**config.mk**
```make
export PLATFORM = sky130hd
export DESIGN_NAME = spiRegMaster
export DESIGN_NICKNAME = d
export VERILOG_FILES = /design/src/rtl/spiMstPkg.sv /design/src/rtl/spiMstCtrl.sv /design/src/rtl/spiMstData.sv /design/src/rtl/spiRegMaster.sv
export SDC_FILE = /design/constraint.sdc
export NUM_CORES = 1
export LEC_CHECK = 0
export ABC_AREA = 1
export BUFFER_PORTS_ARGS = -buffer_cell sky130_fd_sc_hd__buf_2
export CORE_UTILIZATION = 45
export CTS_CLUSTER_DIAMETER = 120
export DETAILED_ROUTE_END_ITERATION = 8
export GPL_TIMING_DRIVEN = 0
export PLACE_DENSITY = 0.75
export SLEW_MARGIN = 20
export SYNTH_ARGS = -nofsm -noshare
export SYNTH_HDL_FRONTEND = slang
export SYNTH_SLANG_ARGS = --single-unit
```
**constraint.sdc**
```tcl
create_clock -name clk -period 3.15 [get_ports clk]
set_input_delay 0.1575 -clock clk [delete_from_list [all_inputs] [get_ports clk]]
set_output_delay 0.1575 -clock clk [all_outputs]
set_load 0.01 [all_outputs]
```
**src/rtl/spiMstPkg.sv**
```systemverilog
package spiMstPkg;
  localparam int ADDR_W = 5;
  localparam logic [ADDR_W-1:0] ADR_CTRL = 5'h00;
  localparam logic [ADDR_W-1:0] ADR_STAT = 5'h04;
  localparam logic [ADDR_W-1:0] ADR_DATA = 5'h08;
  localparam logic [ADDR_W-1:0] ADR_DIV  = 5'h0C;
  localparam logic [ADDR_W-1:0] ADR_CMD  = 5'h10;

  // strobes from the sequencer to the shifter
  typedef struct packed {
    logic load;    // move pending word into shifter
    logic launch;  // present next bit on MOSI
    logic sample;  // capture MISO
    logic finish;  // last SCK edge of the frame
  } spiStrobeT;
endpackage

```
**src/rtl/spiMstCtrl.sv**
```systemverilog
module spiMstCtrl
  import spiMstPkg::*;
#(
  parameter int DATA_W = 32,
  parameter int DIV_W  = 8
) (
  input  logic              clk,
  input  logic              rstN,
  input  logic              busWe,
  input  logic [ADDR_W-1:0] busAddr,
  input  logic [DATA_W-1:0] busWdata,
  input  logic              txFull,
  output spiStrobeT         st,
  output logic              busy,
  output logic              sck,
  output logic [1:0]        ssN,
  output logic              rxIe,
  output logic              txIe,
  output logic              txOnly,
  output logic              lsbFirst,
  output logic [$clog2(DATA_W+1)-1:0] lenBits,
  output logic [7:0]        ctrlByte,
  output logic [DIV_W-1:0]  divVal,
  output logic [15:0]       cmdVal
);
  localparam int LEN_W  = $clog2(DATA_W+1);
  localparam int EDGE_W = LEN_W + 1;
  localparam int HALF_W = DIV_W + 4;

  logic              enQ, masterQ, rxIeQ, txIeQ, txOnlyQ;
  logic [DIV_W-1:0]  divQ;
  logic [15:0]       cmdQ;
  logic              busyQ, sckQ;
  logic [HALF_W-1:0] cnt, halfPer;
  logic [EDGE_W-1:0] edgeIdx;
  logic [LEN_W-1:0]  lenRaw;
  logic              cpol, cpha, startOk, edgeNow, evenEdge, lastEdge, selActive;

  // configuration registers
  always_ff @(posedge clk) begin
    if (!rstN) begin
      enQ <= 1'b0; masterQ <= 1'b0; rxIeQ <= 1'b0; txIeQ <= 1'b0; txOnlyQ <= 1'b0;
      divQ <= '0; cmdQ <= '0;
    end else if (busWe) begin
      if (busAddr == ADR_CTRL) begin
        rxIeQ   <= busWdata[7];
        enQ     <= busWdata[6];
        txIeQ   <= busWdata[5];
        masterQ <= busWdata[3];
        txOnlyQ <= busWdata[1];
      end
      if (busAddr == ADR_DIV) divQ <= busWdata[DIV_W-1:0];
      if (busAddr == ADR_CMD) cmdQ <= busWdata[15:0];
    end
  end

  assign cpol     = cmdQ[1];
  assign cpha     = cmdQ[0];
  assign lsbFirst = cmdQ[12];
  assign halfPer  = (HALF_W'(divQ) + HALF_W'(1)) << cmdQ[3:2];

  always_comb begin
    case (cmdQ[11:8])
      4'h0:                   lenRaw = LEN_W'(20);
      4'h1:                   lenRaw = LEN_W'(24);
      4'h2:                   lenRaw = LEN_W'(32);
      4'h3, 4'h4, 4'h5, 4'h6: lenRaw = LEN_W'(8);
      default:                lenRaw = LEN_W'(cmdQ[11:8]) + LEN_W'(1);
    endcase
    lenBits = (lenRaw > LEN_W'(DATA_W)) ? LEN_W'(DATA_W) : lenRaw;
  end

  assign startOk  = !busyQ && txFull && enQ && masterQ;
  assign edgeNow  = busyQ && (cnt == '0);
  assign evenEdge = !edgeIdx[0];
  assign lastEdge = (edgeIdx == ({1'b0, lenBits, 1'b0} - EDGE_W'(1))) ;

  always_comb begin
    st.load   = startOk;
    st.launch = (startOk && !cpha) ||
                (edgeNow && (cpha ? evenEdge : (!evenEdge && !lastEdge)));
    st.sample = edgeNow && (cpha ? !evenEdge : evenEdge);
    st.finish = edgeNow && lastEdge;
  end

  // frame sequencer
  always_ff @(posedge clk) begin
    if (!rstN) begin
      busyQ <= 1'b0; sckQ <= 1'b0; cnt <= '0; edgeIdx <= '0;
    end else if (startOk) begin
      busyQ   <= 1'b1;
      sckQ    <= cpol;
      cnt     <= halfPer - HALF_W'(1);
      edgeIdx <= '0;
    end else if (edgeNow) begin
      sckQ    <= ~sckQ;
      edgeIdx <= edgeIdx + EDGE_W'(1);
      cnt     <= halfPer - HALF_W'(1);
      if (lastEdge) busyQ <= 1'b0;
    end else if (busyQ) begin
      cnt <= cnt - HALF_W'(1);
    end else begin
      sckQ <= cpol;
    end
  end

  assign selActive = enQ && masterQ && (busyQ || cmdQ[7]);
  assign ssN[0]    = !(selActive && cmdQ[5:4] == 2'd0);
  assign ssN[1]    = !(selActive && cmdQ[5:4] == 2'd1);

  assign busy     = busyQ;
  assign sck      = sckQ;
  assign rxIe     = rxIeQ;
  assign txIe     = txIeQ;
  assign txOnly   = txOnlyQ;
  assign ctrlByte = {rxIeQ, enQ, txIeQ, 1'b0, masterQ, 1'b0, txOnlyQ, 1'b0};
  assign divVal   = divQ;
  assign cmdVal   = cmdQ;


  sel_exclusive_chk: assert property (@(posedge clk) disable iff (!rstN) ssN != 2'b00);

  sel_release_chk: assert property (@(posedge clk) disable iff (!rstN) !enQ |-> ssN == 2'b11);

  sck_hold_chk: assert property (@(posedge clk) disable iff (!rstN)
    busyQ && cnt != '0 |=> $stable(sckQ));

  busy_start_chk: assert property (@(posedge clk) disable iff (!rstN) st.load |=> busyQ);
endmodule

```
**src/rtl/spiMstData.sv**
```systemverilog
module spiMstData
  import spiMstPkg::*;
#(
  parameter int DATA_W = 32
) (
  input  logic              clk,
  input  logic              rstN,
  input  spiStrobeT         st,
  input  logic              lsbFirst,
  input  logic              txOnly,
  input  logic [$clog2(DATA_W+1)-1:0] lenBits,
  input  logic              miso,
  input  logic              dataWr,
  input  logic              dataRd,
  input  logic              statWr,
  input  logic [DATA_W-1:0] wdata,
  output logic              mosi,
  output logic              txFull,
  output logic              rxFull,
  output logic              ovr,
  output logic [DATA_W-1:0] rxData
);
  localparam int LEN_W = $clog2(DATA_W+1);

  function automatic logic [DATA_W-1:0] bitRev(input logic [DATA_W-1:0] v);
    logic [DATA_W-1:0] r;
    for (int i = 0; i < DATA_W; i++) r[i] = v[DATA_W-1-i];
    return r;
  endfunction

  logic [DATA_W-1:0] txBuf, shReg, rxSh, loadVal, rxNext, rxWord, lenMask;
  logic [LEN_W-1:0]  padBits;
  logic              mosiQ, txFullQ, rxFullQ, ovrQ;
  logic [DATA_W-1:0] rxDataQ;

  assign padBits = LEN_W'(DATA_W) - lenBits;
  assign loadVal = lsbFirst ? bitRev(txBuf) : (txBuf << padBits);
  assign rxNext  = st.sample ? {rxSh[DATA_W-2:0], miso} : rxSh;
  assign lenMask = {DATA_W{1'b1}} >> padBits;
  assign rxWord  = lsbFirst ? (bitRev(rxNext) >> padBits) : (rxNext & lenMask);

  always_ff @(posedge clk) begin
    if (!rstN) begin
      txBuf <= '0; txFullQ <= 1'b0; shReg <= '0; mosiQ <= 1'b0; rxSh <= '0;
      rxDataQ <= '0; rxFullQ <= 1'b0; ovrQ <= 1'b0;
    end else begin
      if (st.load) txFullQ <= 1'b0;
      else if (dataWr && !txFullQ) begin
        txBuf   <= wdata;
        txFullQ <= 1'b1;
      end

      if (st.load) begin
        if (st.launch) begin
          mosiQ <= loadVal[DATA_W-1];
          shReg <= loadVal << 1;
        end else begin
          shReg <= loadVal;
        end
      end else if (st.launch) begin
        mosiQ <= shReg[DATA_W-1];
        shReg <= shReg << 1;
      end

      if (st.sample) rxSh <= rxNext;

      if (statWr) ovrQ <= 1'b0;
      if (st.finish && !txOnly) begin
        if (rxFullQ && !dataRd) ovrQ <= 1'b1;
        else begin
          rxDataQ <= rxWord;
          rxFullQ <= 1'b1;
        end
      end else if (dataRd) begin
        rxFullQ <= 1'b0;
      end
    end
  end

  assign mosi   = mosiQ;
  assign txFull = txFullQ;
  assign rxFull = rxFullQ;
  assign ovr    = ovrQ;
  assign rxData = rxDataQ;


  txonly_norx_chk: assert property (@(posedge clk) disable iff (!rstN)
    txOnly && !rxFullQ |=> !rxFullQ);

  ovr_keep_chk: assert property (@(posedge clk) disable iff (!rstN)
    st.finish && !txOnly && rxFullQ && !dataRd |=> $stable(rxDataQ) && ovrQ);

  full_ignore_chk: assert property (@(posedge clk) disable iff (!rstN)
    dataWr && txFullQ |=> $stable(txBuf));

  rd_clear_chk: assert property (@(posedge clk) disable iff (!rstN)
    dataRd && !st.finish |=> !rxFullQ);
endmodule

```
**src/rtl/spiRegMaster.sv**
```systemverilog
module spiRegMaster
  import spiMstPkg::*;
#(
  parameter int DATA_W = 32,
  parameter int DIV_W  = 8
) (
  input  logic              clk,
  input  logic              rstN,
  input  logic [4:0]        busAddr,
  input  logic              busWe,
  input  logic              busRe,
  input  logic [DATA_W-1:0] busWdata,
  output logic [DATA_W-1:0] busRdata,
  output logic              sck,
  output logic              mosi,
  input  logic              miso,
  output logic [1:0]        ssN,
  output logic              irq
);
  localparam int LEN_W = $clog2(DATA_W+1);

  spiStrobeT         st;
  logic              busy, txFull, rxFull, ovr, rxIe, txIe, txOnly, lsbFirst;
  logic [LEN_W-1:0]  lenBits;
  logic [7:0]        ctrlByte;
  logic [DIV_W-1:0]  divVal;
  logic [15:0]       cmdVal;
  logic [DATA_W-1:0] rxData;
  logic              dataWr, dataRd, statWr;

  assign dataWr = busWe && busAddr == ADR_DATA;
  assign dataRd = busRe && busAddr == ADR_DATA;
  assign statWr = busWe && busAddr == ADR_STAT;

  spiMstCtrl #(.DATA_W(DATA_W), .DIV_W(DIV_W)) uCtrl (
    .clk(clk), .rstN(rstN), .busWe(busWe), .busAddr(busAddr), .busWdata(busWdata),
    .txFull(txFull), .st(st), .busy(busy), .sck(sck), .ssN(ssN),
    .rxIe(rxIe), .txIe(txIe), .txOnly(txOnly), .lsbFirst(lsbFirst), .lenBits(lenBits),
    .ctrlByte(ctrlByte), .divVal(divVal), .cmdVal(cmdVal));

  spiMstData #(.DATA_W(DATA_W)) uData (
    .clk(clk), .rstN(rstN), .st(st), .lsbFirst(lsbFirst), .txOnly(txOnly),
    .lenBits(lenBits), .miso(miso), .dataWr(dataWr), .dataRd(dataRd), .statWr(statWr),
    .wdata(busWdata), .mosi(mosi), .txFull(txFull), .rxFull(rxFull), .ovr(ovr),
    .rxData(rxData));

  always_comb begin
    case (busAddr)
      ADR_CTRL: busRdata = DATA_W'(ctrlByte);
      ADR_STAT: busRdata = DATA_W'({rxFull, 1'b0, !txFull, 3'b000, busy, ovr});
      ADR_DATA: busRdata = rxData;
      ADR_DIV:  busRdata = DATA_W'(divVal);
      ADR_CMD:  busRdata = DATA_W'(cmdVal);
      default:  busRdata = '0;
    endcase
  end

  assign irq = (rxFull && rxIe) || (!txFull && txIe);
endmodule

```
; ---- Word-level counts from Yosys, hierarchy flattened
; Index checks and enable logic that the tools add are counted.
; Widths: inputs -> output; s select.
[classes]
n_addsub = 7
n_lt_le_gt_ge = 1
eq_ne = 14
n_shift = 4
muxes = 29
bitwise = 5
n_reduce_logical = 51
[ops]
columns = cell, count
row1 = $mux 32, 6
row2 = $pmux 32 s5, 1
row3 = $mux 12, 3
row4 = $and 32x32->32, 1
row5 = $shl 32x6->32, 1
row6 = $shr 32x6->32, 1
row7 = $shr 32x6->32 const A, 1
row8 = $pmux 6 s4, 1
row9 = $sub 12x1->12 const B, 2
row10 = $logic_and 1x1->1, 21
row11 = $mux 1, 17
row12 = $reduce_and 2->1, 7
row13 = $eq 4x3->1 const B, 3
row14 = $logic_not 12->1, 1
row15 = $shl 12x2->12, 1
row16 = $eq 5x4->1 const B, 2
row17 = $add 8x1->9 const B, 1
row18 = $logic_not 1->1, 9
row19 = $eq 4x2->1 const B, 2
row20 = $eq 7x8->1, 1
row21 = $reduce_bool 2->1, 4
row22 = $sub 7x1->8 const B, 1
row23 = $add 7x1->7 const B, 1
row24 = $gt 6x6->1 const B, 1
row25 = other kinds (17), 22
[word_totals]
register_bits = 182
input_bits = 42
output_inout_bits = 37
elab_cells = 130

; ---- Logic depth before layout (Yosys ltp)
[logic_depth]
word_depth = 14
mapped_depth = 23

; ---- By module
; Synthesis repeated with hierarchy kept, for this count alone.
[unflattened]
hier_cells = 2258
hier_area_um2 = 13561.8
[modules_own_cells]
columns = module, instances, cells_per_inst, area_each_um2
row1 = spiMstData, 1, 1567, 9317.7
row2 = spiMstCtrl, 1, 546, 3538.4
row3 = spiRegMaster, 1, 145, 705.7

; ---- Worst setup path before layout
; Ideal clock, no wire load.
[synth_timing]
kind = reg-to-reg
start = register uCtrl.cmdQ[8] (netlist: uCtrl.cmdVal[8])
end = register uData.shReg[21]
setup_ns = 0.119
arrival_ns = 2.969
required_ns = 3.031
slack_ns = 0.061
path_stages_with_launch = 22
cell_sequence = dfxtp_1 inv_1 clkbuf_1 clkbuf_1 ha_1 nor2_1 nand3_2 nand2_2 buf_6 nand2_2 nand2_4 o21ai_1 nand2_2 nand2_1 nand2_1 nor2_4 nand4_4 nand2_1 nand2_1 buf_2 o21ai_0 a21oi_1
[synth_between]
elab_chain_cells = 14
word_cells_on_any_way = 25
cone_classes = add/sub (3) / order compare (1) / eq/ne (7) / shift (1) / mux (6) / reduce/logical (7)
[synth_lines]
columns = item, line
row1 = from (decl), spiMstCtrl.sv:32  ; logic [15:0] cmdQ;
row2 = from (signal assigned), spiMstCtrl.sv:53  ; if (busAddr == ADR_CMD) cmdQ <= busWdata[15:0];
row3 = "parallel branches: the longest is 2 deep, another holds $add 4x1->5", -
row4 = $pmux 6 s4 *, spiMstCtrl.sv:63  ; case (cmdQ[11:8])
row5 = $gt 6x6->1, spiMstCtrl.sv:70  ; lenBits = (lenRaw > LEN_W'(DATA_W)) ? LEN_W'(DATA_W) : lenRaw;
row6 = $mux 6 *, spiMstCtrl.sv:70
row7 = "parallel branches: the longest is 9 deep, another holds $sub 6x6->6", -
row8 = to (signal assigned), spiMstData.sv:56  ; shReg <= loadVal << 1;
row9 = to (signal assigned), spiMstData.sv:58  ; shReg <= loadVal;
row10 = to (signal assigned), spiMstData.sv:62  ; shReg <= shReg << 1;
row11 = to (decl), spiMstData.sv:31  ; logic [DATA_W-1:0] txBuf, shReg, rxSh, loadVal, rxNext, rxWord, lenMask;
; Mark *: on every way between the ends.
; A chain may end at the register's enable or synchronous reset.

; ---- Worst setup path in the final report
[layout_timing]
start = register uCtrl.cmdQ[9] (netlist: uCtrl.cmdVal[9])
end = register uData.rxDataQ[1] (netlist: uData.rxData[1])
[layout_between]
elab_chain_cells = 10
word_cells_on_any_way = 22
cone_classes = add/sub (3) / order compare (1) / eq/ne (7) / shift (2) / mux (3) / bitwise (1) / reduce/logical (5)
[layout_lines]
columns = item, line
row1 = "parallel branches: the longest is 2 deep, another holds $add 4x1->5", -
row2 = $pmux 6 s4 *, spiMstCtrl.sv:63
row3 = $gt 6x6->1, spiMstCtrl.sv:70
row4 = $mux 6 *, spiMstCtrl.sv:70
row5 = "parallel branches: the longest is 5 deep, another holds $sub 6x6->6", -
row6 = to (signal assigned), spiMstData.sv:71  ; rxDataQ <= rxWord;
row7 = to (decl), spiMstData.sv:34  ; logic [DATA_W-1:0] rxDataQ;
; Marks and branches as above.

==> metrics <==
Crit. End Element flop; cells after synthesis ~2,300; FMAX ~320 MHz; async set-reset flop share out of synthesis 0%; later-pin clock latency in the skew report between 0.4 and 0.5 ns; pin count of the biggest net entering global routing 23; Port Buffer Count 78; Die W 173 um; Fin Hold WS slightly above 0.008 ns; Cell Count, Final, Fillers Out ~2,800; synth-to-layout area growth 21.4%; syn_nets 2,310; Std-Cell Rows 62; Core Box Area around 0.029 sq mm; Hold Path Class in2reg; ANT cells 0; Final setup violation count 0; gpl congestion roughly 1.1; Tmin final between 3 and 4 ns; Final WS setup around 0.035 ns; Detail Route Antenna Nets 0; layout cells sized above 1 between 10 and 15%; Worst Path Max Fanout 10; outcome completed; root buffer cell clkbuf_16; DRC Markers 0; clock slew at reported path FFs roughly 0.08 ns; startpoint class of the critical path flop; setup slack, reg-to-reg 0.03 ns; Congestion Overflow GR 0; Routed WL per cell 22.7 um; Cell Pwr Density about 350 mW/mm^2; synthesized flop and latch total between 150 and 200; filler cell count ~3,000; Num CTS Buffers 17; arrival time at the worst endpoint between 3 and 4 ns; H-tree Lvls 4; Longest Clk Path Bufs 2; VDD IR max ~0.00052 V; Worst Hold Path EP uData.rxSh[0]$_SDFFE_PN0P_; Final Max Slew Viols 0; Hold Vio Cnt, Final 0; Worst R2R End uData.rxData[1]$_SDFFE_PN0P_; first-iteration detailed-routing DRC count between 2,000 and 2,500; commonest non-fill, non-tap cell in the layout nand2_1; CTS Sinks about 180; DRT Pass-1 Iters 7; vias post-DR 17,002; Crit Path Category reg2reg; pre-CTS WS -1.41 ns; WL final 63.8 mm; most frequent cells in the layout 575 x nand2_1, 368 x nand3_1, 220 x nor2_1, 180 x dfxtp_1, 177 x inv_1; # placed instances ~2,700; Avg Cell Area, Syn around 5.8 sq um; die height about 170 um; vias in the first global route 15,448; register area share after synthesis 27.8%; Most used DFF post-synth dfxtp_1; Worst Hold Depth 3; GR Util All Layers about two fifths; first-pass GRT wire length approximately 94 mm; Via density slightly above 6; Final Power ~0.0055 W; Worst Reg-to-Reg Cells 18; initial antenna violation count 2; Yosys cell types 50; Initial Util between 40% and 50%; P_leak 6.86 nW; Post-Syn Area between 0.01 and 0.015 sq mm; Post-synth EDFFs 0; Max-slew headroom 24.6%; total die area 0.0298 sq mm; Worst Tran Pin Value roughly 1.1 ns; Critical Path RT approximately 3.5 ns; final cycle utilization of the critical path a little over nine tenths; DP HPWL 48.9 mm; clk_skew between 0.015 and 0.02 ns; Nets ~2,500; top-level I/O count about 80; MaxCap Viol Count 0; Hold Path Origin miso; Ys Warns 0; worst r2r src uCtrl.cmdVal[9]$_SDFFE_PN0P_; CTS tree done
-- through the flow --
stage                     TNS, ns  util, %  instance area, sq um
after floorplan                 0        -                 13100
after global placement     -81.15     48.7                 14000
after global routing      -0.0304     55.4                 15900
final                           0     55.4                 15900
after CTS                       0     54.1                 15500
after detailed placement   -79.96     48.7                 14000
-- routing by layer --
| metal | global-route usage (%) | vias to the layer above | wire length [um] |
|---|---|---|---|
| met4 | 16.3 | 4 | 2350 |
| met3 | 12.6 | 154 | 8310 |
| met5 | 0 | - | 26 |
| li1 | - | 7839 | - |
| met2 | 60.6 | 1118 | 26100 |
| met1 | 57.5 | 7887 | 27000 |
-- critical path, stage by stage (launching register included) --
cell and delay (ns):
dfxtp_2 0.36, inv_2 0.14, ha_1 0.29, nor2_4 0.06, nand3_2 0.10, nand2_4 0.07, buf_8 0.14, nand2_4 0.08
nand2_8 0.08, nand2_8 0.11, nand3_4 0.10, nand2_4 0.13, buf_2 0.35, clkbuf_4 0.34, nand2_1 0.09, nand3_1 0.15
nand3_1 0.15, nand3_1 0.15, a21oi_1 0.07
-- cell usage after synthesis (all sizes together) (2+ instances only) --
master | count | area, sq um
nor2 | 240 | 926
nand3b | 3 | 22.5
o2111ai | 2 | 17.5
o211ai | 11 | 82.6
a22oi | 5 | 37.5
nor3 | 13 | 70.1
or2 | 2 | 12.5
and3 | 2 | 12.5
inv | 191 | 717
buf | 44 | 233
xor2 | 12 | 105
a21boi | 7 | 52.6
ha | 8 | 100
a221oi | 5 | 43.8
o22ai | 6 | 37.5
a21oi | 135 | 676
dfxtp | 182 | 3640
nand2 | 607 | 2310
nand4 | 46 | 303
a22o | 3 | 26.3
o21bai | 3 | 22.5
o221ai | 2 | 17.5
nor4 | 7 | 50.1
clkbuf | 91 | 342
nand3 | 383 | 1940
clkinv | 5 | 18.8
o21ai | 227 | 1140
xnor2 | 6 | 52.6
a31oi | 6 | 37.5
-- flip-flops by register name, summed over array words and instances, names as in the netlist, 7 cells and up --
name,cells
uCtrl.divVal,8
uData.shReg,32
uData.rxData,32
uCtrl.cmdVal,16
uCtrl.cnt,12
uData.txBuf,32
uData.rxSh,32
uCtrl.edgeIdx,7
-- cell type report --
type                       count  area (sq um)  share of cell area [%]
sequential                   182          3650                    22.9
tap                          384           480                    3.02
clock buffer                  17           425                    2.67
multi-input combinational   1747          8680                    54.6
clock inverter                15           216                    1.36
inverter                     196           748                    4.70
timing repair buffer         137           946                    5.95
buffer                       133           762                    4.79
-- report_power, final --
group          total (W)  switching [W]  leakage (nW)  internal (W)
Clock            0.00230        0.00120         0.308       0.00110
Sequential       0.00232      0.0000117          1.47       0.00231
Combinational   0.000928       0.000659          5.09      0.000270
-- how the worst max path moves through the flow --
stage                                 start                             to  slack [ns]  cells past startpoint
6_report       uCtrl.cmdVal[9]$_SDFFE_PN0P_   uData.rxData[1]$_SDFFE_PN0P_        0.03                     18
5_1_grt           uCtrl.cnt[0]$_SDFFE_PN0P_   uData.rxData[6]$_SDFFE_PN0P_       -0.03                     18
4_1_cts           uCtrl.cnt[0]$_SDFFE_PN0P_   uData.rxData[0]$_SDFFE_PN0P_      0.0009                     17
3_5_place_dp   uCtrl.cmdVal[8]$_SDFFE_PN0P_  uData.rxData[23]$_SDFFE_PN0P_       -1.41                     19
3_3_place_gp   uCtrl.cmdVal[8]$_SDFFE_PN0P_  uData.rxData[16]$_SDFFE_PN0P_       -1.46                     21
2_1_floorplan  uCtrl.cmdVal[8]$_SDFFE_PN0P_   uData.shReg[21]$_SDFFE_PN0P_        0.06                     21
-- cell families (layout without fill, tap and decap cells) --
family                   Yosys count  in the layout  synth area share, %
AND/OR/NAND/NOR                 1304           1304                 43.2
AO/OA/AOI/OAI                    416            416                 17.0
buffers and inverters            331            498                 10.0
flip-flops                       182            182                 27.8
XOR/XNOR                          18             18                 1.20
adder cells (fa/ha/maj)            8              8                0.764
multiplexers                       1              1               0.0764
-- timing repair --
action	CTS	global route
setup endpoints to repair	68	69
resized for setup	166	118
hold endpoints to repair	30	0
buffers inserted	19	11
hold buffers	27	0
gates cloned	1	1
pin swaps	20	26
(Power assumes the default switching activity.)
